$ cat config.mk
export PLATFORM = sky130hd
export DESIGN_NAME = burst_addr_seq
export DESIGN_NICKNAME = d
export VERILOG_FILES = /design/src/rtl/burst_seq_pkg.sv /design/src/rtl/burst_seq_ctrl.sv /design/src/rtl/burst_seq_dpath.sv /design/src/rtl/burst_addr_seq.sv
export SDC_FILE = /design/constraint.sdc
export NUM_CORES = 1
export LEC_CHECK = 0
export ABC_AREA = 1
export BUFFER_PORTS_ARGS = -buffer_cell sky130_fd_sc_hd__buf_2
export CORE_AREA = 3 3 60 62
export CTS_CLUSTER_DIAMETER = 100
export DETAILED_ROUTE_END_ITERATION = 10
export DIE_AREA = 0 0 63 65
export PLACE_DENSITY = 0.54
export SLEW_MARGIN = 40
export SYNTH_ARGS = -nofsm -noshare
export SYNTH_HDL_FRONTEND = slang
export SYNTH_HIERARCHICAL = 1
export SYNTH_SLANG_ARGS = --single-unit
$ cat constraint.sdc
create_clock -name clk -period 2.3 [get_ports clk]
set_input_delay 0.115 -clock clk [delete_from_list [all_inputs] [get_ports clk]]
set_output_delay 0.115 -clock clk [all_outputs]
set_load 0.005 [all_outputs]
$ cat src/rtl/burst_seq_pkg.sv
package burst_seq_pkg;
  localparam int LOW_W = 2;
  localparam int BEATS = 1 << LOW_W;

  typedef struct packed {
    logic load;
    logic advance;
  } seqStrobeT;
endpackage

$ cat src/rtl/burst_seq_ctrl.sv
module burst_seq_ctrl
  import burst_seq_pkg::*;
(
  input  logic             clk,
  input  logic             rstN,
  input  logic             clkEnN,
  input  logic             advNotLoad,
  output seqStrobeT        strb,
  output logic [LOW_W-1:0] beatNext
);
  logic [LOW_W-1:0] beatQ;

  always_comb begin
    strb.load    = !clkEnN && !advNotLoad;
    strb.advance = !clkEnN && advNotLoad;
    beatNext     = beatQ + LOW_W'(1);
  end

  always_ff @(posedge clk or negedge rstN) begin
    if (!rstN)              beatQ <= '0;
    else if (strb.load)     beatQ <= '0;
    else if (strb.advance)  beatQ <= beatNext;
  end

  // a disabled edge keeps the beat count
  a_r7_beat_hold: assert property (@(posedge clk) disable iff (!rstN)
    clkEnN |=> $stable(beatQ));
endmodule

$ cat src/rtl/burst_seq_dpath.sv
module burst_seq_dpath
  import burst_seq_pkg::*;
#(
  parameter int ADDR_W = 17
) (
  input  logic              clk,
  input  logic              rstN,
  input  seqStrobeT         strb,
  input  logic [LOW_W-1:0]  beatNext,
  input  logic              interleave,
  input  logic              clkEnN,
  input  logic [ADDR_W-1:0] addrIn,
  output logic [ADDR_W-1:0] addrOut
);
  localparam int UP_W = ADDR_W - LOW_W;

  logic [UP_W-1:0]  upperQ;
  logic [LOW_W-1:0] baseQ;
  logic [LOW_W-1:0] lowQ;
  logic [LOW_W-1:0] stepLow;

  generate
    for (genvar b = 0; b < LOW_W; b++) begin : g_xorBit
      logic linBit;
      logic [LOW_W-1:0] linSum;
      assign linSum = baseQ + beatNext;
      assign linBit = linSum[b];
      assign stepLow[b] = interleave ? (baseQ[b] ^ beatNext[b]) : linBit;
    end
  endgenerate

  always_ff @(posedge clk or negedge rstN) begin
    if (!rstN) begin
      upperQ <= '0;
      baseQ  <= '0;
      lowQ   <= '0;
    end else if (strb.load) begin
      upperQ <= addrIn[ADDR_W-1:LOW_W];
      baseQ  <= addrIn[LOW_W-1:0];
      lowQ   <= addrIn[LOW_W-1:0];
    end else if (strb.advance) begin
      lowQ   <= stepLow;
    end
  end

  assign addrOut = {upperQ, lowQ};

  // disabled edge holds the address
  a_r7_addr_hold: assert property (@(posedge clk) disable iff (!rstN)
    clkEnN |=> $stable(addrOut));
  // load places the captured address on the output
  a_r2_load_capture: assert property (@(posedge clk) disable iff (!rstN)
    strb.load |=> addrOut == $past(addrIn));
  // upper bits untouched by an advance
  a_r5_upper_fixed: assert property (@(posedge clk) disable iff (!rstN)
    strb.advance |=> addrOut[ADDR_W-1:LOW_W] == $past(addrOut[ADDR_W-1:LOW_W]));
  // the wrapping advance returns to the start bits
  a_r6_wrap_start: assert property (@(posedge clk) disable iff (!rstN)
    (strb.advance && beatNext == '0) |=> addrOut[LOW_W-1:0] == baseQ);
endmodule

$ cat src/rtl/burst_addr_seq.sv
module burst_addr_seq
  import burst_seq_pkg::*;
#(
  parameter int ADDR_W = 17
) (
  input  logic              clk,
  input  logic              rstN,
  input  logic              clkEnN,
  input  logic              advNotLoad,
  input  logic              interleave,
  input  logic [ADDR_W-1:0] addrIn,
  output logic [ADDR_W-1:0] addrOut
);
  seqStrobeT        strb;
  logic [LOW_W-1:0] beatNext;

  burst_seq_ctrl u_ctrl (
    .clk        (clk),
    .rstN       (rstN),
    .clkEnN     (clkEnN),
    .advNotLoad (advNotLoad),
    .strb       (strb),
    .beatNext   (beatNext)
  );

  burst_seq_dpath #(.ADDR_W(ADDR_W)) u_dpath (
    .clk        (clk),
    .rstN       (rstN),
    .strb       (strb),
    .beatNext   (beatNext),
    .interleave (interleave),
    .clkEnN     (clkEnN),
    .addrIn     (addrIn),
    .addrOut    (addrOut)
  );
endmodule

* Yosys cells after proc, flatten, opt, wreduce, memory -nomap -nowiden
Index checks and enable logic that the tools add are counted.
** Cells by class
- Multiply operators :: 0
- Magnitude comparators :: 0
- Reduce and logical (&&, ||, !) cells :: 5
- Add/subtract/negate cells :: 2
- Muxes and demuxes :: 6
- Div/mod/pow operators :: 0
- Shift operators :: 0
- Bitwise gates (word level) :: 2
- Equal/unequal tests :: 0
** Operator list (number)
- $mux W2 :: 4
- $add A2 B1 Y2 const B :: 1
- $add A2 B2 Y2 :: 1
- $logic_and A1 B1 Y1 :: 2
- $logic_not A1 Y1 :: 2
- $mux W1 :: 2
- $reduce_bool A2 Y1 :: 1
- $xor A1 B1 Y1 :: 2
** Word-level totals
- Memory bits (writable) :: 0
- Memory bits (read-only) :: 0
- Memories :: 0
- Bits in registers :: 21
- Bits in latches :: 0
- Output and inout port bits :: 17

* Depth between registers and ports, before layout
- Word-level depth :: 5
- Gate-level depth with buffers :: 9
- Depth with buffers taken out :: 9

* Modules after synthesis
The synthesis kept the hierarchy.
** By module, submodules not included
- burst_seq_dpath :: cells each 93, area an instance 794.5 um2, instances 1
- burst_seq_ctrl :: cells each 16, area an instance 121.4 um2, instances 1

* Worst setup path after synthesis
No wires, ideal clock.
- Path kind :: reg2reg
- Start point :: reg u_ctrl.beatQ[0]
- End point :: reg u_dpath.lowQ[1]
- Path slack :: 1.274 ns
- Setup time :: 0.119 ns
- Data required time :: 2.181 ns
- Clock period less this slack :: 1.026 ns
- Stages on the path, launching flop included :: 10
- Arrival :: 0.907 ns
- Cells stage by stage :: dfrtp_1 -> inv_2 -> nand2_2 -> and2_1 -> inv_1 -> nand2_1 -> nand2_1 -> nand2_1 -> nand3_1 -> nand2_1
** On the way
- Longest elaborated chain between the ends :: 5
** RTL lines
- start: declaration :: RTL line burst_seq_ctrl.sv:11 : logic [LOW_W-1:0] beatQ;
- start signal: assignment :: RTL line burst_seq_ctrl.sv:22 : else if (strb.advance) beatQ <= beatNext;
- $add A2 B1 Y2 :: RTL line burst_seq_ctrl.sv:16 : beatNext = beatQ + LOW_W'(1);
- via beatNext[0] :: RTL line burst_addr_seq.sv:15 : logic [LOW_W-1:0] beatNext;
- $add A2 B2 Y2 :: RTL line burst_seq_dpath.sv:26 : assign linSum = baseQ + beatNext;
- $mux W1 :: RTL line burst_seq_dpath.sv:28 : assign stepLow[b] = interleave ? (baseQ[b] ^ beatNext[b]) : linBit;
- $mux W2 :: RTL line burst_seq_dpath.sv:41 : end else if (strb.advance) begin
- $mux W2 :: RTL line burst_seq_dpath.sv:37 : end else if (strb.load) begin
- end signal: assignment :: RTL line burst_seq_dpath.sv:40 : lowQ <= addrIn[LOW_W-1:0];
- end signal: assignment :: RTL line burst_seq_dpath.sv:42 : lowQ <= stepLow;
- end: declaration :: RTL line burst_seq_dpath.sv:19 : logic [LOW_W-1:0] lowQ;
The timed path passes the listed nets, and every way through them passes these cells. The select of a mux whose other input is x is not followed.
A chain may end at the register's enable or synchronous reset.

* Worst setup path in the final report
Ends and elaborated chain as after synthesis.

==> parameters.txt <==
Parameter                              Value

Critical path
  CP dominant cell by count    nand2_1
  Reg-to-reg setup timing slack    1.17 ns
  Maximum net fanout on the critical path    3
  Required time of the worst setup path    2.50 ns
  Family with the most delay on the worst path    simple AND/OR/NAND/NOR gates
  Data arrival time at the worst-slack endpoint    1.33 ns
  Buffering stage count on the worst path with inverters included    2
  Chain of cells forming the critical path    inv_2, nand2_2, and2_1, inv_1, nand2_1, nand2_1, nand2_1, nand3_1, nand2_1
  Delay of the slowest cell on the worst path    0.42 ns
  Critical path endpoint category    register
  Slowest cell on the critical path    dfrtp_1
  Critical path type    reg -> reg
  Kind of launch point of the worst setup path    register

Synthesis
  Post-synthesis instance total    109
  Synthesized area    915.9 um^2
  Flip-flop and latch count after synthesis    21
  Sequential-to-total area share from yosys stat    0.5738
  Post-Synthesis Net Count    132
  Count of cell types in the netlist    16
  Mean post-synth cell area    8.403 um^2
  Total number of yosys warnings    6

Global routing
  Wire length of the first global-routing pass    3608 um
  Largest net degree at the start of global routing    22
  Total overflow reported by the global router    0
  Number of global-route vias before repair    876
  All-Layer GR Usage    0.1107
  Number of antenna violations at the first check in global routing    0

Timing
  Final setup viols    0
  Minimum hold slack    0.006895 ns
  Final hold viol count    0
  Final critical delay including setup and external delays    1.129 ns
  Achievable clock frequency    885.6 MHz
  Clk_skew    0.0004057 ns
  Actual transition at the worst max-transition pin    0.4648 ns
  Worst slew margin relative to its limit    0.6902
  Max-slew violation total from the final report    0
  Final worst path period share    0.4909
  TNS Setup    0 ns
  RSZ-0062 raised after global routing    no

CTS
  Clock tree root buffer cell    clkbuf_4
  Number of buffers on the longest clock path    2
  Clock-pin slew on the worst setup and hold paths    0.12 ns
  Clock sinks    21
  Total number of H-tree levels    1
  TritonCTS buffer count    3
  Clock insertion delay at the later pin of the skew report    0.30 ns
  PostCTS Resize Cnt    0
  TritonCTS clock tree    done

Layout
  Post-layout util    0.4138
  Filler-free cell count of the finished design    204
  Synthesis-to-layout area growth    39.07%
  Fraction of layout cells with a size suffix above 1    0.3000
  Number of nets in the layout    184
  Post-route cell area    1274 um^2
  # diodes    0

Status
  Status    completed

Route
  Via count of the routed design    823
  Drt first pass iters    4
  Average routed wire per standard cell    10.10 um
  Total Routed Length    2060 um
  Violation count after the first detailed-routing iteration    28
  DR DRC count    0
  Average via count per standard cell    4.034
  Antenna-violating nets left    0

Placed design
  Total cell area at the placement stage    1136 um^2
  Detailed placer's ending HPWL    1511 um
  Number of buffer cells added on primary ports    38
  Dpl cells    189
  Routability congestion estimate from global placement    0.8030

Power and ir drop
  Power per Cell Area    620.9 nW/um^2
  Static leakage power    0.7383 nW
  Worst IR drop on VDD    0.0003129 V

Flow run
  Number of maximum-capacitance violations    0

Die
  DIE WIDTH    63 um
  Die H    65 um
  I/O pins    39
  Effective utilization at floorplan    0.2976
  Placement row count    20
  Die outline area    4095 um^2
  Area of the core region    3078 um^2

Min path
  Hold Path Class    in -> reg
[Yosys cell counts]
| library cell | count | area [um^2] |
|---|---|---|
| nand2_1 | 62 | 232.7 |
| buf_4 | 1 | 7.510 |
| nor2_4 | 1 | 11.26 |
| inv_2 | 1 | 3.750 |
| clkbuf_8 | 1 | 13.76 |
| inv_1 | 8 | 30.03 |
| buf_6 | 1 | 11.26 |
| nor2_1 | 3 | 11.26 |
| and2_1 | 1 | 6.260 |
| ha_1 | 1 | 12.51 |
| nand2_2 | 2 | 12.51 |
| nand3_2 | 1 | 10.01 |
| nand3_1 | 3 | 15.01 |
| dfrtp_1 | 21 | 525.5 |
| o21ai_0 | 1 | 5.000 |
| a21boi_1 | 1 | 7.510 |
[path summary, 6_finish.rpt]
kind,start,end,cells past startpoint
max,u_ctrl/beatQ[0],u_dpath/lowQ[1],9
min,addrIn[5],u_dpath/upperQ[3],3
max reg2reg,u_ctrl/beatQ[0],u_dpath/lowQ[1],9
min reg2reg,u_dpath/upperQ[12],u_dpath/upperQ[12],2
max in group asynchronous,rstN,u_dpath/lowQ[1],2
min in group asynchronous,rstN,u_dpath/upperQ[11],2
[cells by family (layout without fill, tap and decap cells)]
kind of cell / Yosys count / after routing / synth area share
AOI/OAI and AO/OA: 2 / 2 / 0.01366
adders and majority gates: 1 / 1 / 0.01366
buffers and inverters: 12 / 63 / 0.07240
DFF: 21 / 21 / 0.5738
and+or+nand+nor: 73 / 73 / 0.3265
[cell usage in the layout (no fill, tap or decap)]
cell and instances:
nand2_1 62, buf_2 38, dfrtp_1 21, dlygate4sd3_1 11
inv_1 8, clkbuf_4 3, nor2_1 3, nand3_1 3
nand2_2 2, clkinv_2 1, inv_2 1, and2_1 1
nor2_4 1, nand3_2 1, o21ai_0 1, a21boi_1 1
ha_1 1, buf_4 1
[sequential cells by signal, summed over array words and instances, names as in the netlist]
register	count
u_dpath/baseQ	2
u_dpath/upperQ	15
u_ctrl/beatQ	2
u_dpath/lowQ	2
[metal layers]
metal	track usage	share of wire	up-vias
met3	0.05373	0.094	0
met5	0	0	-
met2	0.1937	0.48	30
met4	0.01653	0	0
li1	-	-	425
met1	0.1239	0.42	368
[where the power goes]
group	total, mW	switching (mW)	internal, mW
logic	0.171	0.0874	0.0840
clock network	0.176	0.111	0.0649
registers	0.444	0.0272	0.417
total	0.791	0.225	0.566
[layout make-up]
class,instances,area [um^2]
fill,321,1804
sequential,21,525.5
multi-input combinational,76,324.1
timing repair buffer,50,307.8
tap,44,55.05
inverter,9,33.78
clock buffer,3,22.52
clock inverter,1,5.005
[timing repair]
| action | CTS | global route |
|---|---|---|
| hold buffers | 8 | 3 |
| setup buffers | 0 | 0 |
| endpoints found under the hold margin | 28 | 3 |
[worst min-delay path, stage by stage]
cell     delay, ns
buf_2         0.08
nand2_2       0.04
nand2_1       0.05
[metrics by stage]
step / total power, mW / setup slack [ns]
after floorplan: 0.5311 / 1.274
after global placement: 0.6074 / 1.124
after detailed placement: 0.6122 / 1.083
after CTS: 0.7989 / 1.154
after global routing: 0.8540 / 1.045
final: 0.7908 / 1.171
(Power assumes the default switching activity.)
